## config.mk

```make
export PLATFORM = sky130hd
export DESIGN_NAME = tone_steer_validator
export DESIGN_NICKNAME = d
export VERILOG_FILES = /design/src/rtl/steer_pkg.sv /design/src/rtl/steer_guard_cnt.sv /design/src/rtl/steer_settle_tmr.sv /design/src/rtl/tone_steer_validator.sv
export SDC_FILE = /design/constraint.sdc
export NUM_CORES = 1
export LEC_CHECK = 0
export ABC_AREA = 1
export ABC_CLOCK_PERIOD_IN_PS = 4600
export BUFFER_PORTS_ARGS = -buffer_cell sky130_fd_sc_hd__buf_2
export CORE_UTILIZATION = 35
export DETAILED_ROUTE_END_ITERATION = 10
export SLEW_MARGIN = 5
export SYNTH_ARGS = -nofsm -noshare
export SYNTH_HDL_FRONTEND = slang
export SYNTH_SLANG_ARGS = --single-unit
```

## constraint.sdc

```tcl
create_clock -name clk -period 4.6 [get_ports clk]
set_input_delay 0.92 -clock clk [delete_from_list [all_inputs] [get_ports clk]]
set_output_delay 0.92 -clock clk [all_outputs]
set_load 0.005 [all_outputs]
```

## src/rtl/steer_pkg.sv

```systemverilog
package steer_pkg;
    typedef enum logic [2:0] {
        ST_IDLE,
        ST_ACQUIRE,
        ST_SETTLE,
        ST_HELD,
        ST_RELEASE
    } steer_state_e;
endpackage

```

## src/rtl/steer_guard_cnt.sv

```systemverilog
// Counts timebase ticks while enabled; hit marks the tick that reaches limit.
module steer_guard_cnt #(
    parameter int GW = 16
) (
    input  logic          clk,
    input  logic          rst_n,
    input  logic          clr,
    input  logic          tick,
    input  logic [GW-1:0] limit,
    output logic          hit
);
    logic [GW-1:0] cnt;
    logic [GW:0]   nxt;

    assign nxt = {1'b0, cnt} + {{GW{1'b0}}, 1'b1};
    assign hit = tick && !clr && (nxt >= {1'b0, limit});

    always_ff @(posedge clk or negedge rst_n) begin
        if (!rst_n) begin
            cnt <= '0;
        end else if (clr) begin
            cnt <= '0;
        end else if (tick && !hit) begin
            cnt <= nxt[GW-1:0];
        end
    end
endmodule

```

## src/rtl/steer_settle_tmr.sv

```systemverilog
// Counts clock cycles while enabled; done on the last cycle of the delay.
module steer_settle_tmr #(
    parameter int CYC = 4
) (
    input  logic clk,
    input  logic rst_n,
    input  logic clr,
    output logic done
);
    localparam int CW = (CYC > 1) ? $clog2(CYC) : 1;
    localparam logic [CW-1:0] LAST = CW'(CYC - 1);

    logic [CW-1:0] cnt;

    assign done = !clr && (cnt == LAST);

    always_ff @(posedge clk or negedge rst_n) begin
        if (!rst_n) begin
            cnt <= '0;
        end else if (clr) begin
            cnt <= '0;
        end else if (!done) begin
            cnt <= cnt + 1'b1;
        end
    end
endmodule

```

## src/rtl/tone_steer_validator.sv

```systemverilog
module tone_steer_validator
    import steer_pkg::*;
#(
    parameter int GW         = 16,
    parameter int SETTLE_CYC = 4
) (
    input  logic          clk,
    input  logic          rst_n,
    input  logic          tick,
    input  logic          est,
    input  logic [3:0]    code_in,
    input  logic          cp_mode,
    input  logic [GW-1:0] present_guard,
    input  logic [GW-1:0] absent_guard,
    output logic [3:0]    rx_code,
    output logic          reg_pulse,
    output logic          dly_steer
);
    steer_state_e state, state_nx;
    logic acq_hit, rel_hit, settle_done;

    steer_guard_cnt #(.GW(GW)) u_present (
        .clk(clk), .rst_n(rst_n), .clr(state != ST_ACQUIRE),
        .tick(tick), .limit(present_guard), .hit(acq_hit)
    );

    steer_guard_cnt #(.GW(GW)) u_absent (
        .clk(clk), .rst_n(rst_n), .clr(state != ST_RELEASE),
        .tick(tick), .limit(absent_guard), .hit(rel_hit)
    );

    steer_settle_tmr #(.CYC(SETTLE_CYC)) u_settle (
        .clk(clk), .rst_n(rst_n), .clr(state != ST_SETTLE),
        .done(settle_done)
    );

    always_comb begin
        state_nx = state;
        if (cp_mode) begin
            state_nx = ST_IDLE;
        end else begin
            unique case (state)
                ST_IDLE:    if (est) state_nx = ST_ACQUIRE;
                ST_ACQUIRE: begin
                    if (!est)         state_nx = ST_IDLE;
                    else if (acq_hit) state_nx = ST_SETTLE;
                end
                ST_SETTLE:  if (settle_done) state_nx = ST_HELD;
                ST_HELD:    if (!est) state_nx = ST_RELEASE;
                ST_RELEASE: begin
                    if (est)          state_nx = ST_HELD;
                    else if (rel_hit) state_nx = ST_IDLE;
                end
                default:    state_nx = ST_IDLE;
            endcase
        end
    end

    always_ff @(posedge clk or negedge rst_n) begin
        if (!rst_n) state <= ST_IDLE;
        else        state <= state_nx;
    end

    always_ff @(posedge clk or negedge rst_n) begin
        if (!rst_n) begin
            rx_code   <= 4'h0;
            dly_steer <= 1'b0;
            reg_pulse <= 1'b0;
        end else begin
            reg_pulse <= 1'b0;
            if (cp_mode) begin
                dly_steer <= 1'b0;
            end else begin
                unique case (state)
                    ST_ACQUIRE: if (est && acq_hit) rx_code <= code_in;
                    ST_SETTLE:  if (settle_done) begin
                        dly_steer <= 1'b1;
                        reg_pulse <= 1'b1;
                    end
                    ST_RELEASE: if (!est && rel_hit) dly_steer <= 1'b0;
                    default: ;
                endcase
            end
        end
    end

    AST_PULSE_SINGLE: assert property (@(posedge clk) disable iff (!rst_n)
        reg_pulse |=> !reg_pulse);
    AST_PULSE_ON_RISE: assert property (@(posedge clk) disable iff (!rst_n)
        reg_pulse |-> (dly_steer && !$past(dly_steer)));
    AST_CODE_HELD: assert property (@(posedge clk) disable iff (!rst_n)
        (dly_steer && $past(dly_steer)) |-> $stable(rx_code));
    AST_CP_IDLE: assert property (@(posedge clk) disable iff (!rst_n)
        cp_mode |=> (!dly_steer && !reg_pulse));
    AST_FALL_AFTER_ABSENCE: assert property (@(posedge clk) disable iff (!rst_n)
        $fell(dly_steer) |-> ($past(!est) || $past(cp_mode)));
endmodule

```

# Word-level counts from Yosys, hierarchy flattened
# Cells that the tools add are included.
# word_totals
register_bits	43
inputBits	41
output_inout_bits	6
word_cells	72
# classes
addsub	3
magnitude_cmp	2
eq_ne	15
mux	22
n_bitwise	1
reduce_logical	22
# ops
operator	n
2-to-1 mux 16 bit	4
adder 16 x 1 -> 17 bit (second input constant)	2
>= comparator 17 x 16 -> 1 bit	2
2-to-1 mux 3 bit	8
!= test 3 bit (second input constant)	5
case mux 3 bit (5 select lines)	1
logical AND 1 bit	9
!= test 4 bit (second input constant)	2
== test 3 x 2 -> 1 bit (second input constant)	2
logical NOT 1 bit	6
2-to-1 mux 1 bit	6
AND reduction 3 bit	2
AND reduction 5 bit	1
2-to-1 mux 2 bit	2
nonzero test 2 bit	2
== test 3 x 1 -> 1 bit (second input constant)	1
== test 3 bit (second input constant)	1
logical NOT 3 bit	1
!= test 3 x 1 -> 1 bit (second input constant)	1
!= test 3 x 2 -> 1 bit (second input constant)	1
nonzero test 3 bit	1
adder 2 x 1 -> 2 bit (second input constant)	1
== test 2 bit (second input constant)	1
!= test 2 x 1 -> 1 bit (second input constant)	1
other kinds (2)	2

# Depth between registers and ports, before layout
# logic_depth
ltp_word	8
mapped_depth	24
ltp_nobuf	24

# Hierarchy
# From an unflattened synthesis, not the netlist that was laid out.
# hier_totals
hier_cells	553
hier_area_um2	3970.1
# modules_own_cells
mod	n_inst	cells_per_inst	area_each_um2	seq_area_each_um2
steer_guard_cnt	2	232	1666.6	400.4
tone_steer_validator	1	76	531.8	225.2
steer_settle_tmr	1	13	105.1	50.0

# Worst setup path before layout
# OpenSTA, ideal clock, no wires.
# synth_timing
path_type	flip-flop to flip-flop
startpoint	register u_present.cnt[0]
endpoint	register u_present.cnt[7]
setup_ps	83
arrival_time_ps	2827
t_required_ps	4517
setup_slack_ps	1690
stages_incl_launch_ff	18
n_path_buf	1
synth_period_minus_slack_ps	2910
cell_sequence	dfrtp_1 > ha_1 > nand3_2 > nor3_4 > nand3_2 > nor3_1 > xor2_1 > inv_1 > ha_1 > a21o_1 > a21oi_1 > o21ai_0 > nor2_1 > nand3_2 > nor2_4 > nand2_1 > buf_6 > o21ai_0
# synth_between
elab_chain_len	6
elab_cells_between_ends	8
cone_classes	add/sub: 1; order compare: 1; mux: 2; reduce/logical: 4
# synth_rtl
item	line_no	rtl
start, declared	steer_guard_cnt.sv:12	logic [GW-1:0] cnt;
start signal, assigned	steer_guard_cnt.sv:24	cnt <= nxt[GW-1:0];
adder 16 x 1 -> 17 bit *	steer_guard_cnt.sv:15	assign nxt = {1'b0, cnt} + {{GW{1'b0}}, 1'b1};
>= comparator 17 x 16 -> 1 bit	steer_guard_cnt.sv:16	assign hit = tick && !clr && (nxt >= {1'b0, limit});
logical AND 1 bit	steer_guard_cnt.sv:16	
logical NOT 1 bit	steer_guard_cnt.sv:23	end else if (tick && !hit) begin
logical AND 1 bit	steer_guard_cnt.sv:23	
nonzero test 2 bit (no line)	n/a	
# Every way passes the cells marked *; elsewhere a longest branch is shown, timed or not. The select of a mux whose other input is x is not followed.
# A chain may end at the register's enable or synchronous reset.

# Worst setup path in the final report
# layout_timing
startpoint	register u_present.cnt[0]
endpoint	register u_present.cnt[2]
# Same word-level chain as after synthesis.

==> key figures <==
Timing
  • Relative slew slack: 0.347
  • Worst-Margin Slew: 979 ps
  • FMAX: 281 MHz
  • Final setup violation count: 0
  • Tmin final: 3560 ps
  • Fin. Hold Viols: 0
  • Slew Limit Fails: 0
  • Tcrit/Tclk final: 0.774
  • Setup tns final: 0 ps
  • Fin Clk Skew: 7.26 ps
  • Hold slack: 489 ps
  • RSZ-0062 raised after global routing: false

Finish
  • Post-route cell area: 0.00391 mm^2
  • N_diodes: 0
  • Area added between synthesis and finish: 13.6%
  • Commonest non-fill, non-tap cell in the layout: nand2_1
  • Commonest cells after routing, fill and taps aside: nand2_1, inv_1, buf_2
  • Nets: 601
  • Fin util: 0.417
  • Layout cell share with drive strength beyond 1: 0.144

Die
  • Chip height: 101 um
  • I/O pins: 47
  • Die width: 101 um
  • Initial Utilization: 0.367
  • Die ar.: 0.0102 mm^2
  • Row count: 35
  • Core area: 0.00937 mm^2

Setup path
  • Worst setup EP type: flop
  • CP required: 4840 ps
  • Max FO, Critical Path: 12
  • Crit start category: flop
  • Critical path class: reg2reg
  • Crit path DAT: 3800 ps

Run
  • Max-cap check violation count: 0

Logic synthesis
  • Area contributors post-synth: dfrtp_1, ha_1, nand2_1
  • Net Count, Synth: 552
  • Post-Synthesis Cells: 476
  • Sequential cell area fraction in the yosys report: 0.313
  • FF+latch count, synth: 43
  • Ys Warns: 0
  • Syn_area_per_cell: 7.23 um^2
  • Synth unique cells: 33
  • Yosys top cell by area: dfrtp_1
  • Synth top area share: 0.313
  • Cell Area, Synth: 0.00344 mm^2

Detailed routing
  • Final WL: 7220 um
  • Antenna Violating Nets Remaining: 0
  • Initial DRT Pass Iterations: 5
  • Routed vias/inst: 4.64
  • DR iter-0 viols: 92
  • Residual DRC count: 0
  • Via count: 3,038
  • Routed len/inst: 11.0 um

CTS
  • Clk buf depth: 2
  • Clk sink count: 43
  • H-tree Lvls: 2
  • TritonCTS buffer count: 5
  • Clock transition at the registers of the reported paths: 90 ps
  • Post-CTS Setup Bufs: 0
  • Root buffer cell: clkbuf_8
  • Worst skew pair latency: 300 ps
  • CTS Hold Bufs: 0
  • PostCTS Resize Cnt: 0
  • CTS tree: yes

Power and ir drop
  • Leak: 0.00237 uW
  • VDD IR-drop max: 0.000139 V
  • PwrDens: 229 mW/mm^2

Status
  • Status: complete, no violations

Global route
  • Pin count of the biggest net entering global routing: 44
  • Initial antenna violation count: 0
  • Vias in the first global route: 3,043
  • GRT Overall Usage: 0.157
  • Grt ovf: 0
  • First-pass GRT wire length: 13,000 um

Placed design
  • Placed Area: 0.00380 mm^2
  • GP Congestion: 0.898
  • Dpl hpwl: 5830 um
  • Number of I/O port buffers: 46

Min path
  • Min-Delay Path Class: reg2reg
-- Yosys cell counts --
cell      number
a311oi_1       1
buf_6          1
o31ai_1        1
nand3_2        4
xnor2_1        2
xor2_1        24
o211ai_1       2
or2_2          1
nand2_1      113
o21bai_1       1
o22ai_1        7
o21ai_0       20
nor3_4         1
nor2_8         1
buf_8          1
nor3_1        11
nand3_1       27
dfrtp_1       43
nand2_2        6
nor2_4         2
or4_1          1
nand4_1        9
o21a_1         1
nor4_1         1
inv_2          1
ha_1          35
o21ai_2        5
buf_2          2
nor2_1        29
a21oi_1       11
nor3_2         1
inv_1        109
a21o_1         2
-- worst max-delay path: stages (launching register included) --
cell and delay, ps:
dfrtp_1 420, ha_1 230, nand3_2 120, nor3_4 190, nand3_2 160, nor3_1 210, xor2_1 270, inv_1 70
ha_1 290, a21o_1 160, a21oi_1 120, o21ai_0 100, nor2_1 120, nand3_2 140, nor2_4 180, nand2_1 320
inv_1 260, nand2_1 80, nand2_1 60
-- sequential cells by signal, summed over array words and instances (netlist names) --
register and count:
reg_pulse 1, state 3, rx_code 4, dly_steer 1, u_present.cnt 16, u_absent.cnt 16
u_settle.cnt 2
-- final cells by class --
cell class | count | area, um^2
Clock buffer | 5 | 68.8
Multi-Input combinational cell | 319 | 1920
Sequential cell | 43 | 1080
Clock inverter | 3 | 43.8
Timing Repair Buffer | 46 | 230
Fill cell | 1023 | 5460
Inverter | 110 | 413
Tap cell | 129 | 161
-- cells by family (layout without fill, tap and decap cells) --
kind of cell / count (synthesis) / after routing / share of synthesized area
and+or+nand+nor: 207 / 207 / 0.275
buffers and inverters: 114 / 164 / 0.131
DFF: 43 / 43 / 0.313
adders and majority gates: 35 / 35 / 0.127
AOI/OAI and AO/OA: 51 / 51 / 0.0884
xor gates and xnor gates: 26 / 26 / 0.0662
-- routing by layer --
metal,global-route usage,part of all wire,up-vias
met5,0,0,-
met4,0.0557,0.020,0
met3,0.0248,0.035,13
met2,0.276,0.47,61
met1,0.195,0.47,1371
li1,-,-,1593
-- metrics by stage --
step / std cells / total power (uW) / setup slack [ps]
global route: 655 / 956 / 608
global placement: 647 / 602 / 1030
CTS: 655 / 912 / 968
floorplan: 476 / 554 / 1690
finish: 655 / 894 / 1040
detailed placement: 647 / 604 / 1010
-- final timing paths --
kind / startpoint / endpoint / slack (ps) / depth (start not counted)
worst max-delay path: u_present.cnt[0] / u_present.cnt[2] / 1040 / 18
worst min-delay path: rx_code[2] / rx_code[2] / 490 / 2
worst max register to register: u_present.cnt[0] / u_present.cnt[2] / 1040 / 18
worst min register to register: rx_code[2] / rx_code[2] / 490 / 2
max in group asynchronous: rst_n / u_absent.cnt[7] / 3210 / 1
min in group asynchronous: rst_n / u_settle.cnt[1] / 770 / 1
-- where the power goes --
part	total (uW)	leakage [uW]	internal, uW	switching [uW]
sequential	411	0.000597	394	17.7
combinational	184	0.00172	64.9	119
clock	299	0.0000581	162	137
total	894	0.00237	620	274
No activity file was read; power rests on OpenSTA's default activity.
